`config.mk`:
```
export PLATFORM = sky130hd
export DESIGN_NAME = keyed_cfg_block
export DESIGN_NICKNAME = d
export VERILOG_FILES = /design/src/rtl/keycfg_pkg.sv /design/src/rtl/keycfg_unlock.sv /design/src/rtl/keycfg_seqmem.sv /design/src/rtl/keycfg_regbank.sv /design/src/rtl/keyed_cfg_block.sv
export SDC_FILE = /design/constraint.sdc
export NUM_CORES = 2
export LEC_CHECK = 0
export ABC_AREA = 1
export CAP_MARGIN = 5
export CORE_MARGIN = 2
export CORE_UTILIZATION = 29
export DETAILED_ROUTE_END_ITERATION = 10
export PLACE_DENSITY = 0.42
export SLEW_MARGIN = 20
export SYNTH_ARGS = -nofsm -noshare
export SYNTH_HDL_FRONTEND = slang
export SYNTH_SLANG_ARGS = --single-unit
```
`constraint.sdc`:
```
create_clock -name clk -period 3.6 [get_ports clk]
set_input_delay 0.36 -clock clk [delete_from_list [all_inputs] [get_ports clk]]
set_output_delay 0.36 -clock clk [all_outputs]
set_load 0.02 [all_outputs]
```
`src/rtl/keycfg_pkg.sv`:
```
package keycfg_pkg;
  localparam int ADDR_W = 8;
  localparam int DATA_W = 8;
  typedef logic [ADDR_W-1:0] addr_t;
  typedef logic [DATA_W-1:0] byte_t;

  localparam addr_t A_KEY      = 8'h44;
  localparam addr_t A_BOOT     = 8'h3B;
  localparam addr_t A_START_LO = 8'h52;
  localparam addr_t A_START_HI = 8'h58;
  localparam addr_t A_MADDR    = 8'h59;
  localparam addr_t A_MDATA    = 8'h5A;
  localparam int    N_START    = int'(A_START_HI) - int'(A_START_LO) + 1;

  localparam byte_t KEY_CFG_1  = 8'hC0;
  localparam byte_t KEY_CFG_2  = 8'h0C;
  localparam byte_t KEY_TST_1  = 8'h0E;
  localparam byte_t KEY_TST_2  = 8'hE0;
  localparam byte_t KEY_BOTH_1 = 8'hCE;
  localparam byte_t KEY_BOTH_2 = 8'hEC;

  localparam byte_t START_MASK = 8'h3F;
  localparam byte_t BOOT_KEEP  = 8'h70;
  localparam byte_t BOOT_NEW   = 8'h8F;
  localparam byte_t DED_KEEP   = 8'h70;
  localparam byte_t GRP_KEEP   = 8'h0F;

  localparam int N_DED = 4;
  localparam int N_GRP = 4;

  typedef struct packed {
    logic cfg;
    logic tst;
  } priv_t;

  function automatic addr_t ded_addr(input int i);
    case (i)
      0: return 8'h7D;
      1: return 8'h85;
      2: return 8'h91;
      default: return 8'h99;
    endcase
  endfunction

  function automatic byte_t ded_tmask(input int i);
    case (i)
      0: return 8'h77;
      2: return 8'h7F;
      default: return 8'h73;
    endcase
  endfunction

  function automatic byte_t ded_nmask(input int i);
    case (i)
      0: return 8'h07;
      2: return 8'h0F;
      default: return 8'h03;
    endcase
  endfunction

  function automatic addr_t grp_addr(input int i);
    case (i)
      0: return 8'h7A;
      1: return 8'h82;
      2: return 8'h8E;
      default: return 8'h96;
    endcase
  endfunction
endpackage

```
`src/rtl/keycfg_unlock.sv`:
```
module keycfg_unlock
  import keycfg_pkg::*;
(
  input  logic  clk,
  input  logic  rst,
  input  logic  wr_key,
  input  byte_t wdata,
  output byte_t key_q,
  output priv_t priv_q
);
  always_ff @(posedge clk) begin
    if (rst) begin
      key_q  <= '0;
      priv_q <= '0;
    end else if (wr_key) begin
      key_q      <= wdata;
      priv_q.cfg <= (key_q == KEY_CFG_1  && wdata == KEY_CFG_2) ||
                    (key_q == KEY_BOTH_1 && wdata == KEY_BOTH_2);
      priv_q.tst <= (key_q == KEY_TST_1  && wdata == KEY_TST_2) ||
                    (key_q == KEY_BOTH_1 && wdata == KEY_BOTH_2);
    end
  end
endmodule

```
`src/rtl/keycfg_seqmem.sv`:
```
module keycfg_seqmem
  import keycfg_pkg::*;
#(
  parameter int    WORDS    = 64,
  parameter int    SLOTS    = 4,
  parameter addr_t WIN_LO   = 8'h2B,
  parameter addr_t WIN_HI   = 8'h3E,
  parameter addr_t LOW_TOP  = 8'h0E,
  parameter int    LOW_SLOT = 3
) (
  input  logic  clk,
  input  logic  rst,
  input  logic  cfg,
  input  logic  wr_addr,
  input  logic  wr_data,
  input  logic  rd_mem,
  input  byte_t wdata,
  output addr_t addr_q,
  output byte_t rd_q
);
  localparam int DEPTH  = WORDS * SLOTS;
  localparam int IDX_W  = $clog2(DEPTH);
  localparam int SLOT_W = $clog2(SLOTS);

  byte_t ram [DEPTH];
  logic [IDX_W-1:0] idx;
  logic in_win;
  logic we;

  initial begin
    for (int i = 0; i < DEPTH; i++) ram[i] = '0;
  end

  assign idx    = addr_q[IDX_W-1:0];
  assign in_win = (addr_q >= WIN_LO && addr_q <= WIN_HI) ||
                  (addr_q <= LOW_TOP && addr_q[SLOT_W-1:0] == SLOT_W'(LOW_SLOT));
  assign we     = wr_data && cfg && in_win;

  always_ff @(posedge clk) begin
    if (we) ram[idx] <= wdata;
    if (rd_mem) rd_q <= ram[idx];
  end

  always_ff @(posedge clk) begin
    if (rst) addr_q <= '0;
    else if (cfg && wr_data) addr_q <= addr_q + 1'b1;
    else if (cfg && wr_addr) addr_q <= wdata;
  end
endmodule

```
`src/rtl/keycfg_regbank.sv`:
```
module keycfg_regbank
  import keycfg_pkg::*;
#(
  parameter byte_t BOOT_RST = 8'h38,
  parameter byte_t DED_RST  = 8'h35,
  parameter byte_t GRP_RST  = 8'h0B
) (
  input  logic  clk,
  input  logic  rst,
  input  priv_t priv,
  input  logic  wr_en,
  input  addr_t addr,
  input  byte_t wdata,
  output logic  rd_hit,
  output byte_t rd_val
);
  byte_t start_q [N_START];
  byte_t ded_q   [N_DED];
  byte_t grp_q   [N_GRP];
  byte_t boot_q;

  for (genvar s = 0; s < N_START; s++) begin : g_start
    always_ff @(posedge clk) begin
      if (rst) start_q[s] <= '0;
      else if (wr_en && priv.cfg && addr == A_START_LO + ADDR_W'(s))
        start_q[s] <= wdata & START_MASK;
    end
  end

  always_ff @(posedge clk) begin
    if (rst) boot_q <= BOOT_RST;
    else if (wr_en && priv.cfg && addr == A_BOOT)
      boot_q <= (boot_q & BOOT_KEEP) | (wdata & BOOT_NEW);
  end

  for (genvar d = 0; d < N_DED; d++) begin : g_ded
    always_ff @(posedge clk) begin
      if (rst) ded_q[d] <= DED_RST;
      else if (wr_en && addr == ded_addr(d)) begin
        if (priv.tst) ded_q[d] <= wdata & ded_tmask(d);
        else          ded_q[d] <= (ded_q[d] & DED_KEEP) | (wdata & ded_nmask(d));
      end
    end
  end

  for (genvar g = 0; g < N_GRP; g++) begin : g_grp
    always_ff @(posedge clk) begin
      if (rst) grp_q[g] <= GRP_RST;
      else if (wr_en && addr == grp_addr(g))
        grp_q[g] <= (grp_q[g] & GRP_KEEP) | (wdata & ~GRP_KEEP);
    end
  end

  always_comb begin
    rd_hit = 1'b0;
    rd_val = '0;
    if (addr == A_BOOT) begin
      rd_hit = 1'b1;
      rd_val = boot_q;
    end
    for (int s = 0; s < N_START; s++) begin
      if (addr == A_START_LO + ADDR_W'(s)) begin
        rd_hit = 1'b1;
        rd_val = start_q[s];
      end
    end
    for (int d = 0; d < N_DED; d++) begin
      if (addr == ded_addr(d)) begin
        rd_hit = 1'b1;
        rd_val = ded_q[d];
      end
    end
    for (int g = 0; g < N_GRP; g++) begin
      if (addr == grp_addr(g)) begin
        rd_hit = 1'b1;
        rd_val = grp_q[g];
      end
    end
  end
endmodule

```
`src/rtl/keyed_cfg_block.sv`:
```
module keyed_cfg_block
  import keycfg_pkg::*;
#(
  parameter int    SEQ_WORDS = 64,
  parameter int    SEQ_SLOTS = 4,
  parameter byte_t BOOT_RST  = 8'h38,
  parameter byte_t DED_RST   = 8'h35,
  parameter byte_t GRP_RST   = 8'h0B
) (
  input  logic       clk,
  input  logic       rst,
  input  logic       wr_en,
  input  logic       rd_en,
  input  logic [7:0] addr,
  input  logic [7:0] wdata,
  output logic [7:0] rdata,
  output logic       cfg_priv,
  output logic       test_priv
);
  byte_t key_q;
  priv_t priv_q;
  addr_t mem_addr_q;
  byte_t mem_rd_q;
  logic  bank_hit;
  byte_t bank_val;
  byte_t rd_comb;
  byte_t rd_reg_q;
  logic  sel_mem_q;

  keycfg_unlock u_unlock (
    .clk    (clk),
    .rst    (rst),
    .wr_key (wr_en && addr == A_KEY),
    .wdata  (wdata),
    .key_q  (key_q),
    .priv_q (priv_q)
  );

  keycfg_seqmem #(
    .WORDS (SEQ_WORDS),
    .SLOTS (SEQ_SLOTS)
  ) u_seqmem (
    .clk     (clk),
    .rst     (rst),
    .cfg     (priv_q.cfg),
    .wr_addr (wr_en && addr == A_MADDR),
    .wr_data (wr_en && addr == A_MDATA),
    .rd_mem  (rd_en && addr == A_MDATA),
    .wdata   (wdata),
    .addr_q  (mem_addr_q),
    .rd_q    (mem_rd_q)
  );

  keycfg_regbank #(
    .BOOT_RST (BOOT_RST),
    .DED_RST  (DED_RST),
    .GRP_RST  (GRP_RST)
  ) u_bank (
    .clk    (clk),
    .rst    (rst),
    .priv   (priv_q),
    .wr_en  (wr_en),
    .addr   (addr),
    .wdata  (wdata),
    .rd_hit (bank_hit),
    .rd_val (bank_val)
  );

  always_comb begin
    if (addr == A_KEY)       rd_comb = key_q;
    else if (addr == A_MADDR) rd_comb = mem_addr_q;
    else if (bank_hit)       rd_comb = bank_val;
    else                     rd_comb = '0;
  end

  always_ff @(posedge clk) begin
    if (rst) begin
      rd_reg_q  <= '0;
      sel_mem_q <= 1'b0;
    end else if (rd_en) begin
      rd_reg_q  <= rd_comb;
      sel_mem_q <= (addr == A_MDATA);
    end
  end

  assign rdata     = sel_mem_q ? mem_rd_q : rd_reg_q;
  assign cfg_priv  = priv_q.cfg;
  assign test_priv = priv_q.tst;
endmodule

```
==> key figures <==
Outcome
  • Status: finished clean

Routing
  • WL final: approximately 220 mm
  • Via count: ~55000
  • Routed WL per cell: ~18 um
  • DRT Pass-1 Iters: 5
  • DR DRC count: 0
  • Vias per inst: 4.40
  • Antenna-violating nets left: 0
  • DR iter-0 viols: between 3000 and 4000

Final layout
  • Cell area after layout: 0.105 mm^2
  • Share of cells above drive strength 1: 0.0707
  • P&R area growth vs syn: 23.2%
  • Final net count: around 8400
  • Commonest cells after routing, fill and taps aside: 2139 x edfxtp_1, 1728 x conb_1, 1204 x nor2_1
  • Most common cell after layout, fill and taps aside: edfxtp_1

Synthesis
  • Post-synthesis sequential area ratio: 0.760
  • Ys flop type: edfxtp_1
  • Ys Warns: 0
  • FF+latch count, synth: approximately 2200
  • Number of enable flip-flop cells after synthesis: between 2000 and 2500
  • Syn_area_per_cell: between 10 and 15 um^2
  • Post-Syn Instances: around 6500
  • Netlist Area Pre-Place: between 0.08 and 0.09 mm^2
  • Synth unique cells: between 50 and 60
  • Synth async-reset ratio: 0

Placed design
  • PortBufs: 29
  • DP Wirelength: around 130 mm
  • Placed Area: a little under 0.1 mm^2
  • Final RePlAce weighted congestion: around 0.8

Global route
  • First-pass GRT wire length: about 330 mm
  • Total GRT Usage: 0.146
  • Total grt overflow: 0
  • Initial antenna violation count: 16
  • Largest net degree at the start of global routing: about 190
  • Vias in the first global route: between 50000 and 60000

Pwr
  • PD cells: just over 500 mW/mm^2
  • Pleak: between 0.03 and 0.04 uW
  • Max VDD drop: 406 uV

Setup path
  • CP Data Required Time: 4170 ps
  • CP Capture Type: flip-flop
  • CP Data Arrival Time: around 3900 ps
  • R2r setup slk: between 200 and 300 ps
  • Critical path class: flip-flop to flip-flop
  • Biggest cell delay along the critical path: slightly below 600 ps
  • Reg2reg path depth: 11
  • Worst r2r src: u_seqmem.addr_q[5]
  • Worst reg2reg path endpoint: u_seqmem.ram[61][1]
  • Worst-path fanout max: 13
  • CP Launch Type: flip-flop
  • Crit-path slowest cell: nor2_1
  • Cell Chain, Critical Path: inv_1 -> nor2_4 -> inv_2 -> nor2_1 -> o21ai_0 -> o211ai_1 -> nand2_1 -> inv_2 -> nand3_1 -> nor2_1 -> buf_4

Timing
  • Final min period: ~3300 ps
  • Worst-Margin Slew: between 1000 and 1500 ps
  • Setup TNS: 0 ps
  • Setup violators final: 0
  • Final Cycle Share: 0.921
  • Slew Viols, Final: 0
  • RSZ-0062 raised after global routing: no
  • Final hold violation count: 0
  • Max Clk Rate: between 300 and 400 MHz
  • Skew final: 42.1 ps
  • Slew headroom: 0.264

Floorplan
  • I/O pins: 30
  • Die H: ~550 um
  • FP Rows: 199
  • Starting Density: 0.291
  • Core area: a little under 0.3 mm^2
  • Die W: approximately 550 um
  • Die ar.: roughly 0.3 mm^2

Hold path
  • HP Class: input pin to flip-flop
  • Min-Delay Path Depth: 2
  • Hold endpoint: u_seqmem.ram[6][5]
  • Min-delay src: wdata[5]

Clock network
  • CTS buffer count: 237
  • Root buf cell: clkbuf_16
  • Clk_lat worst skew: between 800 and 900 ps
  • CTS sink cnt: about 2200
  • Clock buffer depth: 4
  • CTS tree: yes
  • Depth of the CTS H-tree: 4
  • Worst-path clk slew: 60 ps

Job
  • Max-cap violations: 0
synth_stat cells (6+ instances only):
master,n,area [um^2]
buf_1,9,33.8
nor3_1,16,80.1
a41oi_1,39,342
o21ai_0,1055,5280
buf_4,9,67.6
a221oi_1,18,158
nand3_1,46,230
dfxtp_1,32,641
mux2_2,8,90.1
clkbuf_1,273,1020
a22o_1,49,429
buf_6,16,180
inv_1,103,387
o21ai_1,54,270
buf_2,120,601
o221ai_1,6,52.6
nand4_1,62,388
nor2_1,1210,4540
o211ai_1,12,90.1
a31oi_1,7,43.8
a21oi_1,73,365
o22ai_1,516,3230
nand2_1,565,2120
or2_2,10,62.6
edfxtp_1,2139,64200
metrics by stage:
| step | instances | utilization | hold WS (ps) | setup slack, ps | power, uW |
|---|---|---|---|---|---|
| after floorplan | 8231 | - | 443 | 574 | 31100 |
| after global placement | 12000 | 0.334 | 455 | 83.0 | 31800 |
| after detailed placement | 12000 | 0.334 | 458 | 24.4 | 31900 |
| after CTS | 12400 | 0.359 | 175 | 289 | 55200 |
| after global routing | 12400 | 0.359 | 219 | 131 | 56500 |
| final | 12400 | 0.359 | 194 | 283 | 54400 |
worst max-delay path: cells and delay by family, from the launching register on:
family,cells,cell delay [ps]
flip-flops,1,460
buffers and inverters,4,650
AND/OR/NAND/NOR,5,1490
AO/OA/AOI/OAI,2,400
where the power goes:
group | switching, uW | total (uW) | internal [uW]
clock network | 9740 | 23000 | 13200
logic | 1090 | 1430 | 339
registers | 371 | 30000 | 29600
total | 11200 | 54400 | 43200
worst max-delay path by stage:
stage / depth (start not counted) / startpoint / to / slack, ps
global placement: 10 / u_seqmem.addr_q[4] / u_seqmem.ram[14][6] / 80
detailed placement: 10 / u_seqmem.addr_q[4] / u_seqmem.ram[13][6] / 20
floorplan: 14 / u_seqmem.addr_q[0] / u_seqmem.ram[0][0] / 570
finish: 11 / u_seqmem.addr_q[5] / u_seqmem.ram[61][1] / 280
CTS: 10 / u_seqmem.addr_q[4] / u_seqmem.ram[61][7] / 290
global route: 10 / u_seqmem.addr_q[0] / u_seqmem.rd_q[5] / 130
flip-flops by register name, indices dropped and copies added (netlist names):
register / cells
u_unlock.priv_q: 2
sel_mem_q: 1
u_seqmem.rd_q: 8
rd_reg_q: 8
u_seqmem.ram: 2048
u_bank.ded_q: 25
u_unlock.key_q: 8
u_bank.boot_q: 5
u_bank.start_q: 42
u_seqmem.addr_q: 8
u_bank.grp_q: 16
what timing repair did:
item                                    in CTS  in global routing
buffers inserted                             0                  0
endpoints found under the setup margin      15                  0
endpoints found under the hold margin      246                  0
hold buffers                                 7                  0
gates resized for setup                      1                  0
kinds of logic after synthesis:
group	after synthesis	share of synthesized area
flip-flops	2171	0.760
XOR/XNOR	1	0.000103
multiplexers	8	0.00106
other	1	0.0000439
buffers and inverters	538	0.0272
adder cells (fa/ha/maj)	4	0.000586
AO/OA/AOI/OAI	1853	0.123
AND/OR/NAND/NOR	1928	0.0886
per-layer routing:
metal  vias up  global-route usage  share of wire
li1      26200                   -              -
met1     27300               0.197           0.45
met2       922               0.243           0.47
met3       334              0.0207          0.044
met4         4              0.0435          0.027
met5         -                   0        0.00015
layout make-up:
cell class                 count  area (um^2)
antenna                        4         10.0
clock buffer                 314         6380
clock inverter               109          821
fill                       29600       188000
inverter                     111          439
multi-input combinational   5522        24700
sequential                  2171        64900
tap                         3919         4900
timing repair buffer         288         3060
No activity file was read; power rests on OpenSTA's default activity.
